**config.mk**
```make
export PLATFORM = sky130hd
export DESIGN_NAME = prio_arbiter
export DESIGN_NICKNAME = d
export VERILOG_FILES = /design/src/rtl/prio_arb_pkg.sv /design/src/rtl/prio_regs.sv /design/src/rtl/prio_eval.sv /design/src/rtl/prio_pick.sv /design/src/rtl/prio_arbiter.sv
export SDC_FILE = /design/constraint.sdc
export NUM_CORES = 1
export LEC_CHECK = 0
export ABC_CLOCK_PERIOD_IN_PS = 2600
export BUFFER_PORTS_ARGS = -buffer_cell sky130_fd_sc_hd__buf_2
export CAP_MARGIN = 20
export CORE_MARGIN = 2
export CORE_UTILIZATION = 50
export DETAILED_ROUTE_END_ITERATION = 8
export PLACE_DENSITY = 0.87
export RECOVER_POWER = 50
export SYNTH_ARGS = -nofsm -noshare
export SYNTH_HDL_FRONTEND = slang
export SYNTH_SLANG_ARGS = --single-unit
```
**constraint.sdc**
```tcl
create_clock -name clk -period 2.6 [get_ports clk]
set_input_delay 0.52 -clock clk [delete_from_list [all_inputs] [get_ports clk]]
set_output_delay 0.52 -clock clk [all_outputs]
set_load 0.02 [all_outputs]
```
**src/rtl/prio_arb_pkg.sv**
```systemverilog
package prio_arb_pkg;
  localparam int unsigned PORTS   = 8;
  localparam int unsigned PRIO_W  = 3;
  localparam int unsigned CFG_W   = 32;
  localparam logic [PORTS-1:0] POPULATED = 8'b0000_1101;

  typedef enum logic {
    SEL_PRIO = 1'b0,
    SEL_MASK = 1'b1
  } cfg_sel_e;
endpackage

```
**src/rtl/prio_regs.sv**
```systemverilog
module prio_regs #(
  parameter int unsigned N     = 8,
  parameter int unsigned PW    = 3,
  parameter int unsigned DW    = 32,
  parameter logic [N-1:0] IMPL = '1,
  parameter logic [PW-1:0] RST_LVL = '1
) (
  input  logic                 clk,
  input  logic                 rst_n,
  input  logic                 we,
  input  logic                 sel,
  input  logic [DW-1:0]        wdata,
  output logic [N-1:0][PW-1:0] lvl_o,
  output logic [N-1:0]         en_o,
  output logic [DW-1:0]        rdata
);
  import prio_arb_pkg::*;
  localparam int unsigned NIB = DW / N;

  logic                 lvl_we;
  logic                 en_we;
  logic [N-1:0][PW-1:0] lvl_q;
  logic [N-1:0]         en_q;
  logic [DW-1:0]        tbl_view;

  assign lvl_we = we && (sel == SEL_PRIO);
  assign en_we  = we && (sel == SEL_MASK);

  for (genvar i = 0; i < N; i++) begin : g_slot
    always_ff @(posedge clk or negedge rst_n) begin
      if (!rst_n)      lvl_q[i] <= RST_LVL;
      else if (lvl_we) lvl_q[i] <= wdata[i*NIB +: PW];
    end

    if (IMPL[i]) begin : g_en
      always_ff @(posedge clk or negedge rst_n) begin
        if (!rst_n)     en_q[i] <= 1'b0;
        else if (en_we) en_q[i] <= wdata[i];
      end
    end else begin : g_noen
      assign en_q[i] = 1'b0;
    end

    assign tbl_view[i*NIB +: NIB] = {{(NIB-PW){1'b0}}, lvl_q[i]};
  end

  always_comb begin
    if (sel == SEL_MASK) rdata = {{(DW-N){1'b0}}, en_q};
    else                 rdata = tbl_view;
  end

  assign lvl_o = lvl_q;
  assign en_o  = en_q;
endmodule

```
**src/rtl/prio_eval.sv**
```systemverilog
module prio_eval #(
  parameter int unsigned N     = 8,
  parameter int unsigned PW    = 3,
  parameter logic [N-1:0] IMPL = '1,
  parameter logic [PW-1:0] HARD_LVL = '1
) (
  input  logic [N-1:0]         req,
  input  logic [N-1:0][PW-1:0] lvl,
  input  logic [N-1:0]         en,
  output logic [N-1:0]         elig,
  output logic [N-1:0][PW-1:0] eff
);
  for (genvar i = 0; i < N; i++) begin : g_eval
    assign elig[i] = req[i] & IMPL[i];
    assign eff[i]  = en[i] ? lvl[i] : HARD_LVL;
  end
endmodule

```
**src/rtl/prio_pick.sv**
```systemverilog
module prio_pick #(
  parameter int unsigned N  = 8,
  parameter int unsigned PW = 3
) (
  input  logic [N-1:0]         elig,
  input  logic [N-1:0][PW-1:0] eff,
  output logic [N-1:0]         pick
);
  logic [PW-1:0] best;
  logic          found;

  always_comb begin
    pick  = '0;
    best  = '1;
    found = 1'b0;
    for (int i = 0; i < N; i++) begin
      if (elig[i] && (!found || eff[i] < best)) begin
        pick  = '0;
        pick[i] = 1'b1;
        best  = eff[i];
        found = 1'b1;
      end
    end
  end
endmodule

```
**src/rtl/prio_arbiter.sv**
```systemverilog
module prio_arbiter
  import prio_arb_pkg::*;
#(
  parameter int unsigned N      = PORTS,
  parameter int unsigned PW     = PRIO_W,
  parameter int unsigned DW     = CFG_W,
  parameter logic [N-1:0] IMPL  = POPULATED,
  parameter logic [PW-1:0] HARD_LVL = '1
) (
  input  logic          clk,
  input  logic          rst_n,
  input  logic          cfg_we,
  input  logic          cfg_sel,
  input  logic [DW-1:0] cfg_wdata,
  output logic [DW-1:0] cfg_rdata,
  input  logic [N-1:0]  req,
  output logic [N-1:0]  gnt
);
  logic [1:0]           rst_sync_q;
  logic                 rst_int_n;
  logic [N-1:0][PW-1:0] lvl;
  logic [N-1:0]         en;
  logic [N-1:0]         elig;
  logic [N-1:0][PW-1:0] eff;
  logic [N-1:0]         pick;
  logic [N-1:0]         gnt_q;
  logic                 owner_holds;
  logic                 gnt_ce;

  always_ff @(posedge clk or negedge rst_n) begin
    if (!rst_n) rst_sync_q <= 2'b00;
    else        rst_sync_q <= {rst_sync_q[0], 1'b1};
  end
  assign rst_int_n = rst_sync_q[1];

  prio_regs #(.N(N), .PW(PW), .DW(DW), .IMPL(IMPL), .RST_LVL(HARD_LVL)) u_regs (
    .clk   (clk),
    .rst_n (rst_int_n),
    .we    (cfg_we),
    .sel   (cfg_sel),
    .wdata (cfg_wdata),
    .lvl_o (lvl),
    .en_o  (en),
    .rdata (cfg_rdata)
  );

  prio_eval #(.N(N), .PW(PW), .IMPL(IMPL), .HARD_LVL(HARD_LVL)) u_eval (
    .req  (req),
    .lvl  (lvl),
    .en   (en),
    .elig (elig),
    .eff  (eff)
  );

  prio_pick #(.N(N), .PW(PW)) u_pick (
    .elig (elig),
    .eff  (eff),
    .pick (pick)
  );

  assign owner_holds = |(gnt_q & req);
  assign gnt_ce      = !owner_holds;

  always_ff @(posedge clk or negedge rst_int_n) begin
    if (!rst_int_n)  gnt_q <= '0;
    else if (gnt_ce) gnt_q <= pick;
  end

  assign gnt = gnt_q;
endmodule

```
======== Word-level counts from Yosys, hierarchy flattened ========
Index checks and enable logic that the tools add are counted.
storage, ports and cells
  register bits ........................... 37
  input port bits ......................... 44
  word-level logic and storage cells ...... 37
  output and inout port bits .............. 40
cells by class
  reductions and logical operators ........ 9
  mux-type cells .......................... 11
  order comparisons ....................... 2
  bitwise operators ....................... 2
operators by type and width
  cell                        number
  31-bit two-way mux          1
  8-bit two-way mux           2
  3-bit two-way mux           5
  8-bit AND                   1
  8-bit OR reduction          1
  3-bit less-than comparator  2
  1-bit logical AND           4
  1-bit two-way mux           3
  1-bit logical NOT           2
  1-bit logical OR            2
  1-bit NOT                   1

======== Longest topological paths before layout ========
Gate-level depths: netlist of the first run.
  depth in word-level cells ............... 10
  mapped depth ............................ 13
  gate-level depth less buffers ........... 12

======== By module ========
A second synthesis of the first run with hierarchy kept.
unflattened totals
  cells, all modules ...................... 332
  area total of the unflattened synthesis .. 3281.9 µm²
by module, submodules not included
  module        sequential area each (µm²)  area each (µm²)  cells each  instances
  prio_regs     705.7                       1440.1           100         1
  prio_pick     0.0                         1184.9           175         1
  prio_arbiter  250.2                       442.9            24          1
  prio_eval     0.0                         214.0            33          1

======== Worst setup path before layout of the first run ========
No wires, ideal clock.
  path type ............................... in2reg
  start ................................... input port req[0]
  end ..................................... register gnt_q[3] (netlist: gnt[3])
  arrival ................................. 2498 ps
  data required time ...................... 2479 ps
  stages .................................. 13
  slack ................................... -19 ps
  setup time .............................. 121 ps
  cell sequence ........................... buf_4 nand2_1 nor2_1 ha_1 a21oi_1 o21ai_2 o21ai_0 o31ai_1 ha_1 o211a_1 o2111ai_1 o21a_1 a22o_1
between the ends
  word-level cells in the longest chain between the ends .. 9
RTL lines
  item                                                                    line                text
  start, declared                                                         prio_arbiter.sv:16  input logic [N-1:0] req,
  3-bit two-way mux / 1-bit two-way mux (equally long branches)           prio_pick.sv:17     if (elig[i] && (!found || eff[i] < best)) begin
  3-bit less-than comparator / 1-bit logical NOT (equally long branches)  prio_pick.sv:17
  1-bit logical OR                                                        prio_pick.sv:17
  1-bit logical AND                                                       prio_pick.sv:17
  3-bit two-way mux / 1-bit two-way mux (equally long branches)           prio_pick.sv:17
  3-bit less-than comparator / 1-bit logical NOT (equally long branches)  prio_pick.sv:17
  1-bit logical OR                                                        prio_pick.sv:17
  1-bit logical AND                                                       prio_pick.sv:17
  8-bit two-way mux                                                       prio_pick.sv:17
  end signal, assigned                                                    prio_arbiter.sv:66  else if (gnt_ce) gnt_q <= pick;
  end, declared                                                           prio_arbiter.sv:26  logic [N-1:0] gnt_q;
Several ways; a longest one is shown, not always the timed one.
A chain may end at the register's enable or synchronous reset.

======== Worst setup path after layout of the first run ========
  start ................................... register u_regs.lvl_q, in the netlist u_regs.lvl_o[8]
  end ..................................... register gnt_q[3] (netlist: gnt[3])
between the ends
  word-level cells in the longest chain between the ends .. 9
RTL lines
  item                                                                    line             text
  start, declared                                                         prio_regs.sv:22  logic [N-1:0][PW-1:0] lvl_q;
  start signal, assigned by index                                         prio_regs.sv:32  else if (lvl_we) lvl_q[i] <= wdata[i*NIB +: PW];
  3-bit two-way mux *                                                     prio_eval.sv:15  assign eff[i] = en[i] ? lvl[i] : HARD_LVL;
  3-bit less-than comparator                                              prio_pick.sv:17
  1-bit logical OR                                                        prio_pick.sv:17
  1-bit logical AND                                                       prio_pick.sv:17
  3-bit two-way mux / 1-bit two-way mux (equally long branches)           prio_pick.sv:17
  3-bit less-than comparator / 1-bit logical NOT (equally long branches)  prio_pick.sv:17
  1-bit logical OR *                                                      prio_pick.sv:17
  1-bit logical AND *                                                     prio_pick.sv:17
  8-bit two-way mux *                                                     prio_pick.sv:17
Every way passes the cells marked *; elsewhere a longest branch is shown, timed or not.

==> qor.tcl, run 1 <==
set qor(postPlaceCellArea_um2) 2070
set qor(dp_hpwl_mm) 2.67
set qor(fillerInstances) 293
set qor(number_of_antenna_violations_at_the_first_check_in_global_routing) 0
set qor(drive_above_1_share_pct) 62.8
set qor(synthDistinctLibCells) 33
set qor(cts_max_path_buffers) 2
set qor(via_count) 1352
set qor(place.gp.congestion) 0.791
set qor(clk_pin_slew_worst_paths_ps) 100
set qor(post_synth_inst_count) 153
set qor(ys_top_cells_by_count) {sky130_fd_sc_hd__mux2_2, sky130_fd_sc_hd__dfstp_2, sky130_fd_sc_hd__nor2b_1, sky130_fd_sc_hd__buf_4, sky130_fd_sc_hd__dfrtp_1}
set qor(synth-seq-area-share_pct) 47.0
set qor(height_of_the_die_um) 63.5
set qor(synth_xor_area_share_pct) 0
set qor(yosysTopAreaCell) {sky130_fd_sc_hd__dfstp_2}
set qor(switching_power_w) 0.000531
set qor(totalPowerFinal_w) 0.00157
set qor(ys_top_cells_by_area) {sky130_fd_sc_hd__dfstp_2, sky130_fd_sc_hd__mux2_2, sky130_fd_sc_hd__dfrtp_1}
set qor(critical_path.endpoint_type) {flip-flop}
set qor(place_inst) 256
set qor(firstDrtPassIters) 4
set qor(postLayoutCellArea_um2) 2280
set qor(drv_cap) 0
set qor(io_pins) 84
set qor(crit_slowest_cell) {sky130_fd_sc_hd__dfstp_2}
set qor(timing.final.hold_violations) 0
set qor(yosys-mux-area-fraction_pct) 17.8
set qor(detail_route.drc_violations) 0
set qor(grt_max_degree) 28
set qor(postRouteAntennaNets) 0
set qor(dr.first_iter.drc_count) 90
set qor(antennaDiodeCount) 0
set qor(core_area_um2) 3360
set qor(area.growth.synth_to_final_pct) 28.9
set qor(synth_simple_gate_area_share_pct) 13.9
set qor(fp.dieArea_um2) 4030
set qor(synth_enable_flop_cells) 0
set qor(clock-sinks) 32
set qor(status) {complete, but fails checks}
set qor(finalNonFillerCells) 269
set qor(cp_data_arrival_time_ps) 2830
set qor(compound_cell_area_share_of_the_yosys_netlist_pct) 9.06
set qor(share_seq_of_total_power_pct) 44.2
set qor(place.port_buffers) 59
set qor(num_rows) 21
set qor(critPathMaxStageDelay_ps) 550
set qor(combinational_family_with_the_most_area_after_synthesis) {multiplexers}
set qor(postSynthRegisterBits) 32
set qor(grt_pass1_wl_mm) 6.00
set qor(timing_worst_slew_pin_value_ps) 1120
set qor(ys.flop_type) {sky130_fd_sc_hd__dfstp_2}
set qor(timing.slew.headroom_pct) 25.0
set qor(power_frac_comb_pct) 35.3
set qor(p_per_area_nw_per_um2) 688
set qor(timing.critical_path.fanout_max) 5
set qor(leading_cell_type_by_number_of_instances_after_synthesis) {sky130_fd_sc_hd__mux2_2}
set qor(tritoncts) {yes}
set qor(setup_viol) 1
set qor(tritoncts.num_buffers) 5
set qor(post_dr_vias_cell) 5.03
set qor(period_needed_ps) 2600
set qor(setup_ws_ps) -4.61
set qor(critical_path_required_ps) 2820
set qor(fmax_ghz) 0.384
set qor(multi_input_area_um2) 938
set qor(p_clk_share_pct) 20.6
set qor(power_leakage_nw) 1.04
set qor(grt_pass1_vias) 1393
set qor(final-seq-area_um2) 832
set qor(cts-htree-levels) 2
set qor(swShare_pct) 33.9
set qor(vdd_ir_max_v) 0.000479
set qor(post_synth_fa_ha_maj_area_fraction_pct) 2.83
set qor(clkLatencyLatePin_ps) 330
set qor(netlist_area_um2) 1770
set qor(clockRootBuffer) {sky130_fd_sc_hd__clkbuf_4}
set qor(finalWirelength_mm) 3.92
set qor(final_max_slew_viol_count) 0
set qor(clock-skew-final_ps) 12.3
set qor(worst_hold_path_type) {reg2async}
set qor(worstSetupStartpointType) {flip-flop}
set qor(chipWidth_um) 63.5
set qor(finish.net_count) 270
set qor(period_share_pct) 100
set qor(rsz0062_at_grt) {yes}
set qor(synth_async_sr_flop_share_pct) 100
set qor(synth.top_cell.area_share_pct) 35.7
set qor(yosysWarnings) 0
set qor(power.internal_w) 0.00104
set qor(grt_overflow) 0
set qor(wl_per_cell_um) 14.6
set qor(floorplan.initialDensity_pct) 52.6
set qor(crit_chain) {nand2b_4, ha_4, a21oi_4, o21ai_4, o21ai_2, o31ai_2, ha_1, o211a_1, o2111ai_2, o21a_1, a22o_1}
set qor(synth.avg_cell_area_um2) 11.6
set qor(worstSetupPathType) {reg2reg}
set qor(failed_checks) {negative setup slack}
set qor(grt_usage_pct) 19.0
path summary, 6_finish.rpt:
check | from | endpoint | slack [ps] | cells after the start
worst min-delay path | rst_sync_q[1] | u_regs.en_o[3] | 240 | 0
max in group asynchronous | rst_sync_q[1] | u_regs.lvl_o[13] | 1280 | 1
worst min register to register | rst_sync_q[1] | u_regs.en_o[3] | 240 | 0
min in group clk | rst_sync_q[0] | rst_sync_q[1] | 360 | 0
worst max-delay path | u_regs.lvl_o[8] | gnt[3] | -5 | 11
worst max register to register | u_regs.lvl_o[8] | gnt[3] | -5 | 11
sequential cells by signal, indices dropped and copies added (netlist names):
| name | flops |
|---|---|
| u_regs.lvl_o | 24 |
| rst_sync_q | 2 |
| u_regs.en_o | 3 |
| gnt | 3 |
per-layer routing:
layer	vias up	GRT usage (%)	routed length (µm)
met3	4	8.21	365
met1	648	20.8	1510
met2	67	33.6	2020
met5	-	0	0
li1	633	-	-
met4	0	4.89	27
stage by stage:
| step | utilization (%) | TNS, ps | setup WS (ps) | hold WS (ps) |
|---|---|---|---|---|
| 5_1_grt | 67.8 | -222 | -93.5 | 272 |
| 3_3_place_gp | 61.6 | -116 | -89.3 | 246 |
| 2_1_floorplan | - | 0 | 11.0 | 224 |
| 4_1_cts | 63.9 | 0 | 23.7 | 260 |
| 3_5_place_dp | 61.6 | -256 | -130 | 244 |
| 6_report | 67.8 | -4.61 | -4.61 | 238 |
timing repair:
action | CTS | global route
resized for setup | 0 | 21
setup endpoints to repair | 0 | 3
hold buffers | 1 | 0
endpoints found under the hold margin | 2 | 0
buffers inserted | 0 | 4
layout make-up:
| class | instances | area share [%] |
|---|---|---|
| clock buffer | 8 | 3.02 |
| inverter | 4 | 0.659 |
| multi-input combinational | 109 | 41.2 |
| sequential | 32 | 36.5 |
| tap | 46 | 2.52 |
| timing repair buffer | 70 | 16.1 |
logic make-up after synthesis:
family / count (synthesis)
buf+inv: 23
flops: 32
other cells: 2
fa+ha+maj: 4
simple gates: 43
compound gates: 21
mux: 28
worst max-delay path, delay by kind of cell (launching register included):
family / cells / cell delay [ps]
flip-flops: 1 / 550
AO/OA/AOI/OAI: 8 / 1250
adder cells (fa/ha/maj): 2 / 540
AND/OR/NAND/NOR: 1 / 150
power by group through the flow:
stage / combinational (W) / sequential, W / clock, W
after floorplan: 0.000332 / 0.000707 / 0
after global placement: 0.000465 / 0.000691 / 0
after detailed placement: 0.000479 / 0.000696 / 0
after CTS: 0.000484 / 0.000688 / 0.000332
after global routing: 0.000596 / 0.000707 / 0.000354
final: 0.000553 / 0.000693 / 0.000322
layout by cell type (no fill, tap or decap), types with 3 or more instances in the layout:
cell type,instances
sky130_fd_sc_hd__nand2b_1,3
sky130_fd_sc_hd__o21ai_0,3
sky130_fd_sc_hd__nand2_1,5
sky130_fd_sc_hd__conb_1,13
sky130_fd_sc_hd__dfrtp_1,7
sky130_fd_sc_hd__mux2_2,26
sky130_fd_sc_hd__clkbuf_4,5
sky130_fd_sc_hd__clkbuf_1,7
sky130_fd_sc_hd__buf_2,54
sky130_fd_sc_hd__buf_4,8
sky130_fd_sc_hd__and2_1,3
sky130_fd_sc_hd__inv_1,4
sky130_fd_sc_hd__dfstp_2,24
sky130_fd_sc_hd__nor2b_1,22
(Power assumes the default switching activity.)
==> run 2, diff against run 1 <==
--- a/config.mk
+++ b/config.mk
@@ -5,9 +5,9 @@
 export SDC_FILE = /design/constraint.sdc
 export NUM_CORES = 1
 export LEC_CHECK = 0
-export ABC_CLOCK_PERIOD_IN_PS = 2600
+export ABC_CLOCK_PERIOD_IN_PS = 3200
 export BUFFER_PORTS_ARGS = -buffer_cell sky130_fd_sc_hd__buf_2
-export CAP_MARGIN = 20
+export CAP_MARGIN = 30
 export CORE_MARGIN = 2
 export CORE_UTILIZATION = 50
 export DETAILED_ROUTE_END_ITERATION = 8
==> constraint.sdc (replaced) <==
create_clock -name clk -period 3.2 [get_ports clk]
set_input_delay 0.64 -clock clk [delete_from_list [all_inputs] [get_ports clk]]
set_output_delay 0.64 -clock clk [all_outputs]
set_load 0.02 [all_outputs]
==> qor.tcl, run 2 (same netlist as run 1, synthesis figures left out) <==
set qor(clock-sinks) 32 ;# unchanged
set qor(postCtsSetupRepairBufs) 0 ;# unchanged
set qor(core_area_um2) 3360 ;# unchanged
set qor(drv_cap) 0 ;# unchanged
set qor(grt_pass1_wl_mm) 5.38 ;# -10%
set qor(grt_usage_pct) 17.3 ;# -1.7 points
set qor(power_frac_comb_pct) 31.0 ;# -4.3 points
set qor(finish.net_count) 261 ;# -3.3%
set qor(critPathMaxStageDelay_ps) 820 ;# +270 ps
set qor(fp.dieArea_um2) 4030 ;# unchanged
set qor(fmax_ghz) 0.372
set qor(io_pins) 84 ;# unchanged
set qor(crit_chain) {clkbuf_1, mux2_2, buf_2}
set qor(timing.critical_path.fanout_max) 27 ;# +22
set qor(num_rows) 21 ;# unchanged
set qor(setup_viol) 0 ;# -1
set qor(worstSetupPathType) {in2out}
set qor(ctsResizeCount) 0 ;# unchanged
set qor(final_max_slew_viol_count) 0 ;# unchanged
set qor(number_of_antenna_violations_at_the_first_check_in_global_routing) 0 ;# unchanged
set qor(detail_route.drc_violations) 0 ;# unchanged
set qor(area.growth.synth_to_final_pct) 18.5
set qor(antennaDiodeCount) 0 ;# unchanged
set qor(via_count) 1278 ;# -5.5%
set qor(period_needed_ps) 2690
set qor(tritoncts.num_buffers) 5 ;# unchanged
set qor(rsz0062_at_grt) {no}
set qor(clk_pin_slew_worst_paths_ps) 90 ;# about the same
set qor(timing.final.hold_violations) 0 ;# unchanged
set qor(drive_above_1_share_pct) 54.2 ;# -8.6 points
set qor(place.gp.congestion) 0.832 ;# +5.1%
set qor(floorplan.initialDensity_pct) 52.6 ;# unchanged
set qor(critical_path.endpoint_type) {output port}
set qor(grt_max_degree) 28 ;# unchanged
set qor(firstDrtPassIters) 4 ;# unchanged
set qor(timing.slew.headroom_pct) 23.9 ;# -1.1 points
set qor(clock-skew-final_ps) 13.9 ;# +1.61 ps
set qor(top_library_cells_by_usage_in_the_layout_fill_and_taps_aside) {sky130_fd_sc_hd__buf_2, sky130_fd_sc_hd__mux2_2, sky130_fd_sc_hd__dfstp_2}
set qor(height_of_the_die_um) 63.5 ;# unchanged
set qor(cts_max_path_buffers) 2 ;# unchanged
set qor(switching_power_w) 0.000392 ;# -26%
set qor(clkLatencyLatePin_ps) 340 ;# about the same
set qor(share_seq_of_total_power_pct) 46.7 ;# +2.5 points
set qor(layout.cells.most_common) {sky130_fd_sc_hd__buf_2}
set qor(holdWs_ps) 82.9 ;# -155 ps
set qor(swShare_pct) 32.8 ;# -1.0 points
set qor(critical_path_required_ps) 2560 ;# -260 ps
set qor(postRouteAntennaNets) 0 ;# unchanged
set qor(wl_per_cell_um) 13.0 ;# -11%
set qor(cts-htree-levels) 2 ;# unchanged
set qor(status) {complete, no violations}
set qor(largest_register_ffs) 24 ;# unchanged
set qor(dp_hpwl_mm) 2.51 ;# -6.0%
set qor(grt_overflow) 0 ;# unchanged
set qor(timing.setup.tns_ps) 0 ;# +4.61 ps
set qor(period_share_pct) 84.1
set qor(tritoncts) {yes}
set qor(chipWidth_um) 63.5 ;# unchanged
set qor(post_dr_vias_cell) 4.92 ;# -2.2%
set qor(power_leakage_nw) 0.974 ;# -6.0%
set qor(vdd_ir_max_v) 0.000332 ;# -31%
set qor(clockRootBuffer) {sky130_fd_sc_hd__clkbuf_4}
set qor(dr.first_iter.drc_count) 82 ;# -8.9%
set qor(p_per_area_nw_per_um2) 570 ;# -17%
set qor(timing_worst_slew_pin_value_ps) 1140 ;# +16.2 ps
set qor(grt_pass1_vias) 1223 ;# -12%
set qor(totalPowerFinal_w) 0.00119 ;# -24%
set qor(cp_data_arrival_time_ps) 2050 ;# -780 ps
set qor(power.internal_w) 0.000801 ;# -23%
set qor(worstSetupStartpointType) {input pin}
set qor(place.port_buffers) 59 ;# unchanged
set qor(crit_slowest_cell) {sky130_fd_sc_hd__clkbuf_1}
set qor(p_clk_share_pct) 22.3 ;# +1.7 points
set qor(cts_hold_repair.buffers) 0 ;# -1
set qor(worst_hold_path_type) {in2async}
set qor(finalWirelength_mm) 3.37 ;# -14%
[run 2: worst paths after layout]
path                            slack [ps]       startpoint  cells after the start              to
worst max-delay path                   510          cfg_sel                      3    cfg_rdata[2]
worst min-delay path                    80            rst_n                      1   rst_sync_q[0]
worst max register to register         570  u_regs.lvl_o[2]                     11          gnt[0]
worst min register to register         210    rst_sync_q[1]                      0  u_regs.en_o[0]
max in group asynchronous             1830    rst_sync_q[1]                      1  u_regs.en_o[3]
min in group clk                       370    rst_sync_q[0]                      0   rst_sync_q[1]
[run 2: cell type report]
class                           count  area (µm²)
Fill cell                         301        1270
Sequential cell                    32         831
Multi-Input combinational cell    109         821
Timing Repair Buffer               61         302
Clock buffer                        8        68.8
Tap cell                           46        57.6
Inverter                            4        15.0
[run 2: per-stage QoR]
step	std cells	area [µm²]	utilization, %	worst slack (ps)
5_1_grt	260	2090	62.3	302
3_3_place_gp	252	2040	60.6	220
3_5_place_dp	252	2040	60.6	204
4_1_cts	260	2110	62.6	555
2_1_floorplan	164	1810	-	461
6_report	260	2090	62.3	510
[run 2: critical path: cells and delay by family]
family | cells | cell delay [ps]
buffers and inverters | 2 | 980
multiplexers | 1 | 420
[run 2: per-layer routing]
metal / vias to the layer above / GRT usage (%) / routed length, µm
met1: 602 / 21.1 / 1450
met5: - / 0 / 0
li1: 615 / - / -
met4: 0 / 4.89 / 25
met3: 5 / 7.32 / 313
met2: 56 / 28.2 / 1590
[run 2: power by group through the flow]
stage / Combinational [W] / Sequential (W) / Clock, W
2_1_floorplan: 0.000268 / 0.000574 / 0
3_3_place_gp: 0.000369 / 0.000562 / 0
3_5_place_dp: 0.000374 / 0.000565 / 0
4_1_cts: 0.000377 / 0.000559 / 0.000276
5_1_grt: 0.000403 / 0.000570 / 0.000293
6_report: 0.000369 / 0.000558 / 0.000266
==> run 3, diff against run 2 <==
--- a/config.mk
+++ b/config.mk
@@ -5,13 +5,13 @@
 export SDC_FILE = /design/constraint.sdc
 export NUM_CORES = 1
 export LEC_CHECK = 0
-export ABC_CLOCK_PERIOD_IN_PS = 3200
+export ABC_CLOCK_PERIOD_IN_PS = 2550
 export BUFFER_PORTS_ARGS = -buffer_cell sky130_fd_sc_hd__buf_2
 export CAP_MARGIN = 30
 export CORE_MARGIN = 2
-export CORE_UTILIZATION = 50
+export CORE_UTILIZATION = 46
 export DETAILED_ROUTE_END_ITERATION = 8
-export PLACE_DENSITY = 0.87
+export PLACE_DENSITY = 0.81
 export RECOVER_POWER = 50
 export SYNTH_ARGS = -nofsm -noshare
 export SYNTH_HDL_FRONTEND = slang
==> constraint.sdc (replaced) <==
create_clock -name clk -period 2.55 [get_ports clk]
set_input_delay 0.51 -clock clk [delete_from_list [all_inputs] [get_ports clk]]
set_output_delay 0.51 -clock clk [all_outputs]
set_load 0.02 [all_outputs]
==> qor.tcl, run 3 (same netlist as run 1, synthesis figures left out) <==
set qor(status) {complete, no violations}
set qor(rsz0062_at_grt) {yes}
set qor(via_count) 1302 ;# +1.9%
set qor(vdd_ir_max_v) 0.000457 ;# +37%
set qor(clock-sinks) 32 ;# unchanged
set qor(postLayoutCellArea_um2) 2310 ;# +10%
set qor(antennaDiodeCount) 0 ;# unchanged
set qor(floorplan.initialDensity_pct) 47.9 ;# -4.6 points
set qor(period_needed_ps) 2470
set qor(post_dr_vias_cell) 4.82 ;# -1.9%
set qor(holdWs_ps) 241 ;# +158 ps
set qor(clockRootBuffer) {sky130_fd_sc_hd__clkbuf_8}
set qor(cts-htree-levels) 2 ;# unchanged
set qor(worstSetupStartpointType) {flip-flop}
set qor(clock-skew-final_ps) 2.92 ;# -11.0 ps
set qor(most_utilized_layer_in_the_global_route_result) {met2}
set qor(timing.critical_path.fanout_max) 5 ;# -81%
set qor(setup_viol) 0 ;# unchanged
set qor(dp_hpwl_mm) 2.69 ;# +6.9%
set qor(postPlaceCellArea_um2) 2110 ;# +3.7%
set qor(setup.reg_to_reg.worst_slack_ps) 80 ;# -490 ps
set qor(p_per_area_nw_per_um2) 767 ;# +35%
set qor(power_leakage_nw) 1.05 ;# +8.0%
set qor(drv_cap) 0 ;# unchanged
set qor(cts_max_path_buffers) 2 ;# unchanged
set qor(tritoncts.num_buffers) 5 ;# unchanged
set qor(dr.first_iter.drc_count) 53 ;# -35%
set qor(grt_overflow) 0 ;# unchanged
set qor(timing.slew.headroom_pct) 22.6 ;# -1.4 points
set qor(firstDrtPassIters) 4 ;# unchanged
set qor(global_route_track_usage_on_met1_pct) 22.4 ;# +1.3 points
set qor(place.gp.congestion) 0.852 ;# +2.4%
set qor(tritoncts) {yes}
set qor(io_pins) 84 ;# unchanged
set qor(critical_path_required_ps) 2700 ;# +140 ps
set qor(fmax_ghz) 0.405
set qor(finalWirelength_mm) 3.67 ;# +8.7%
set qor(critical_path.reg2reg.endpoint) {gnt[0]}
set qor(grtUsageMet2_pct) 28.0 ;# -0.13 points
set qor(top_library_cells_by_usage_in_the_layout_fill_and_taps_aside) {sky130_fd_sc_hd__buf_2, sky130_fd_sc_hd__mux2_2, sky130_fd_sc_hd__dfstp_2}
set qor(chipWidth_um) 66.0 ;# +4.0%
set qor(grt_pass1_vias) 1323 ;# +8.2%
set qor(height_of_the_die_um) 66.0 ;# +4.0%
set qor(worst_hold_path_type) {reg2async}
set qor(worstSetupPathType) {reg2reg}
set qor(worst-r2r-cell-count) 11 ;# unchanged
set qor(area.growth.synth_to_final_pct) 30.7
set qor(layout.cells.most_common) {sky130_fd_sc_hd__buf_2}
set qor(final_max_slew_viol_count) 0 ;# unchanged
set qor(grt_max_degree) 28 ;# unchanged
set qor(drive_above_1_share_pct) 61.3 ;# +7.1 points
set qor(clkLatencyLatePin_ps) 280 ;# -60 ps
set qor(core_area_um2) 3690 ;# +9.7%
set qor(fp.dieArea_um2) 4360 ;# +8.1%
set qor(grt_usage_pct) 17.6 ;# +0.27 points
set qor(use_met3_pct) 5.96 ;# -1.4 points
set qor(num_rows) 22 ;# +4.8%
set qor(critical_path.endpoint_type) {flip-flop}
set qor(wl_per_cell_um) 13.6 ;# +4.6%
set qor(cp_data_arrival_time_ps) 2620 ;# +570 ps
set qor(period_share_pct) 96.9
set qor(detail_route.drc_violations) 0 ;# unchanged
set qor(timing.final.hold_violations) 0 ;# unchanged
set qor(place.port_buffers) 59 ;# unchanged
set qor(postRouteAntennaNets) 0 ;# unchanged
set qor(grt_pass1_wl_mm) 5.71 ;# +6.0%
set qor(largest_register_ffs) 24 ;# unchanged
set qor(clk_pin_slew_worst_paths_ps) 70 ;# -20 ps
set qor(number_of_antenna_violations_at_the_first_check_in_global_routing) 0 ;# unchanged
set qor(finish.net_count) 269 ;# +3.1%
set qor(timing_worst_slew_pin_value_ps) 1160 ;# +20.4 ps
set qor(worst_r2r_startpoint) {u_regs.lvl_o[2]}
## run 3: what timing repair did
action	CTS	global route
buffers inserted	0	1
endpoints found under the hold margin	2	0
gates resized for setup	5	8
endpoints found under the setup margin	3	3
pin swaps	1	12
gates cloned	0	0
hold buffers	1	0
## run 3: cell type report
type | instances | area [µm²]
clock buffer | 7 | 96.3
clock inverter | 1 | 30.0
fill | 308 | 1380
tap | 48 | 60.1
multi-input combinational | 109 | 918
inverter | 4 | 15.0
timing repair buffer | 69 | 360
sequential | 32 | 831
## run 3: routing by layer
layer,vias up,part of all wire (%)
li1,632,-
met3,4,7.8
met4,0,1.2
met2,55,49
met1,611,42
met5,-,0
## run 3: how the worst max path moves through the flow
stage / from / to / slack, ps
after floorplan: req[0] / gnt[3] / -20
after global placement: req[0] / gnt[3] / -140
after detailed placement: req[0] / gnt[0] / -210
after CTS: u_regs.lvl_o[8] / gnt[3] / 7
after global routing: u_regs.lvl_o[2] / gnt[0] / -20
final: u_regs.lvl_o[2] / gnt[0] / 80
## run 3: per-stage QoR
step	TNS, ps	setup WS, ps	utilization, %	std cells	power (W)
2_1_floorplan	-15.7	-15.7	-	164	0.00107
3_3_place_gp	-336	-144	57.3	260	0.00120
3_5_place_dp	-599	-214	57.3	260	0.00121
4_1_cts	0	6.87	61.8	269	0.00177
5_1_grt	-61.2	-24.9	62.7	270	0.00187
6_report	0	79.2	62.7	270	0.00177
## run 3: power breakdown
group          total (W)  internal (W)  switching, W
Clock           0.000530      0.000345      0.000185
Sequential      0.000705      0.000636     0.0000682
Combinational   0.000539      0.000249      0.000289
Total            0.00177       0.00123      0.000543
## run 3: worst max-delay path, cell delays in order, from the launching register on
cell                       delay (ps)
sky130_fd_sc_hd__dfstp_2          560
sky130_fd_sc_hd__nor2_4            50
sky130_fd_sc_hd__ha_4             290
sky130_fd_sc_hd__nand3_4           90
sky130_fd_sc_hd__a31oi_4          230
sky130_fd_sc_hd__o21ai_2          100
sky130_fd_sc_hd__o31ai_2           70
sky130_fd_sc_hd__ha_1             280
sky130_fd_sc_hd__a21oi_1          210
sky130_fd_sc_hd__o2111a_1         200
sky130_fd_sc_hd__o21a_1           170
sky130_fd_sc_hd__a22oi_1          100
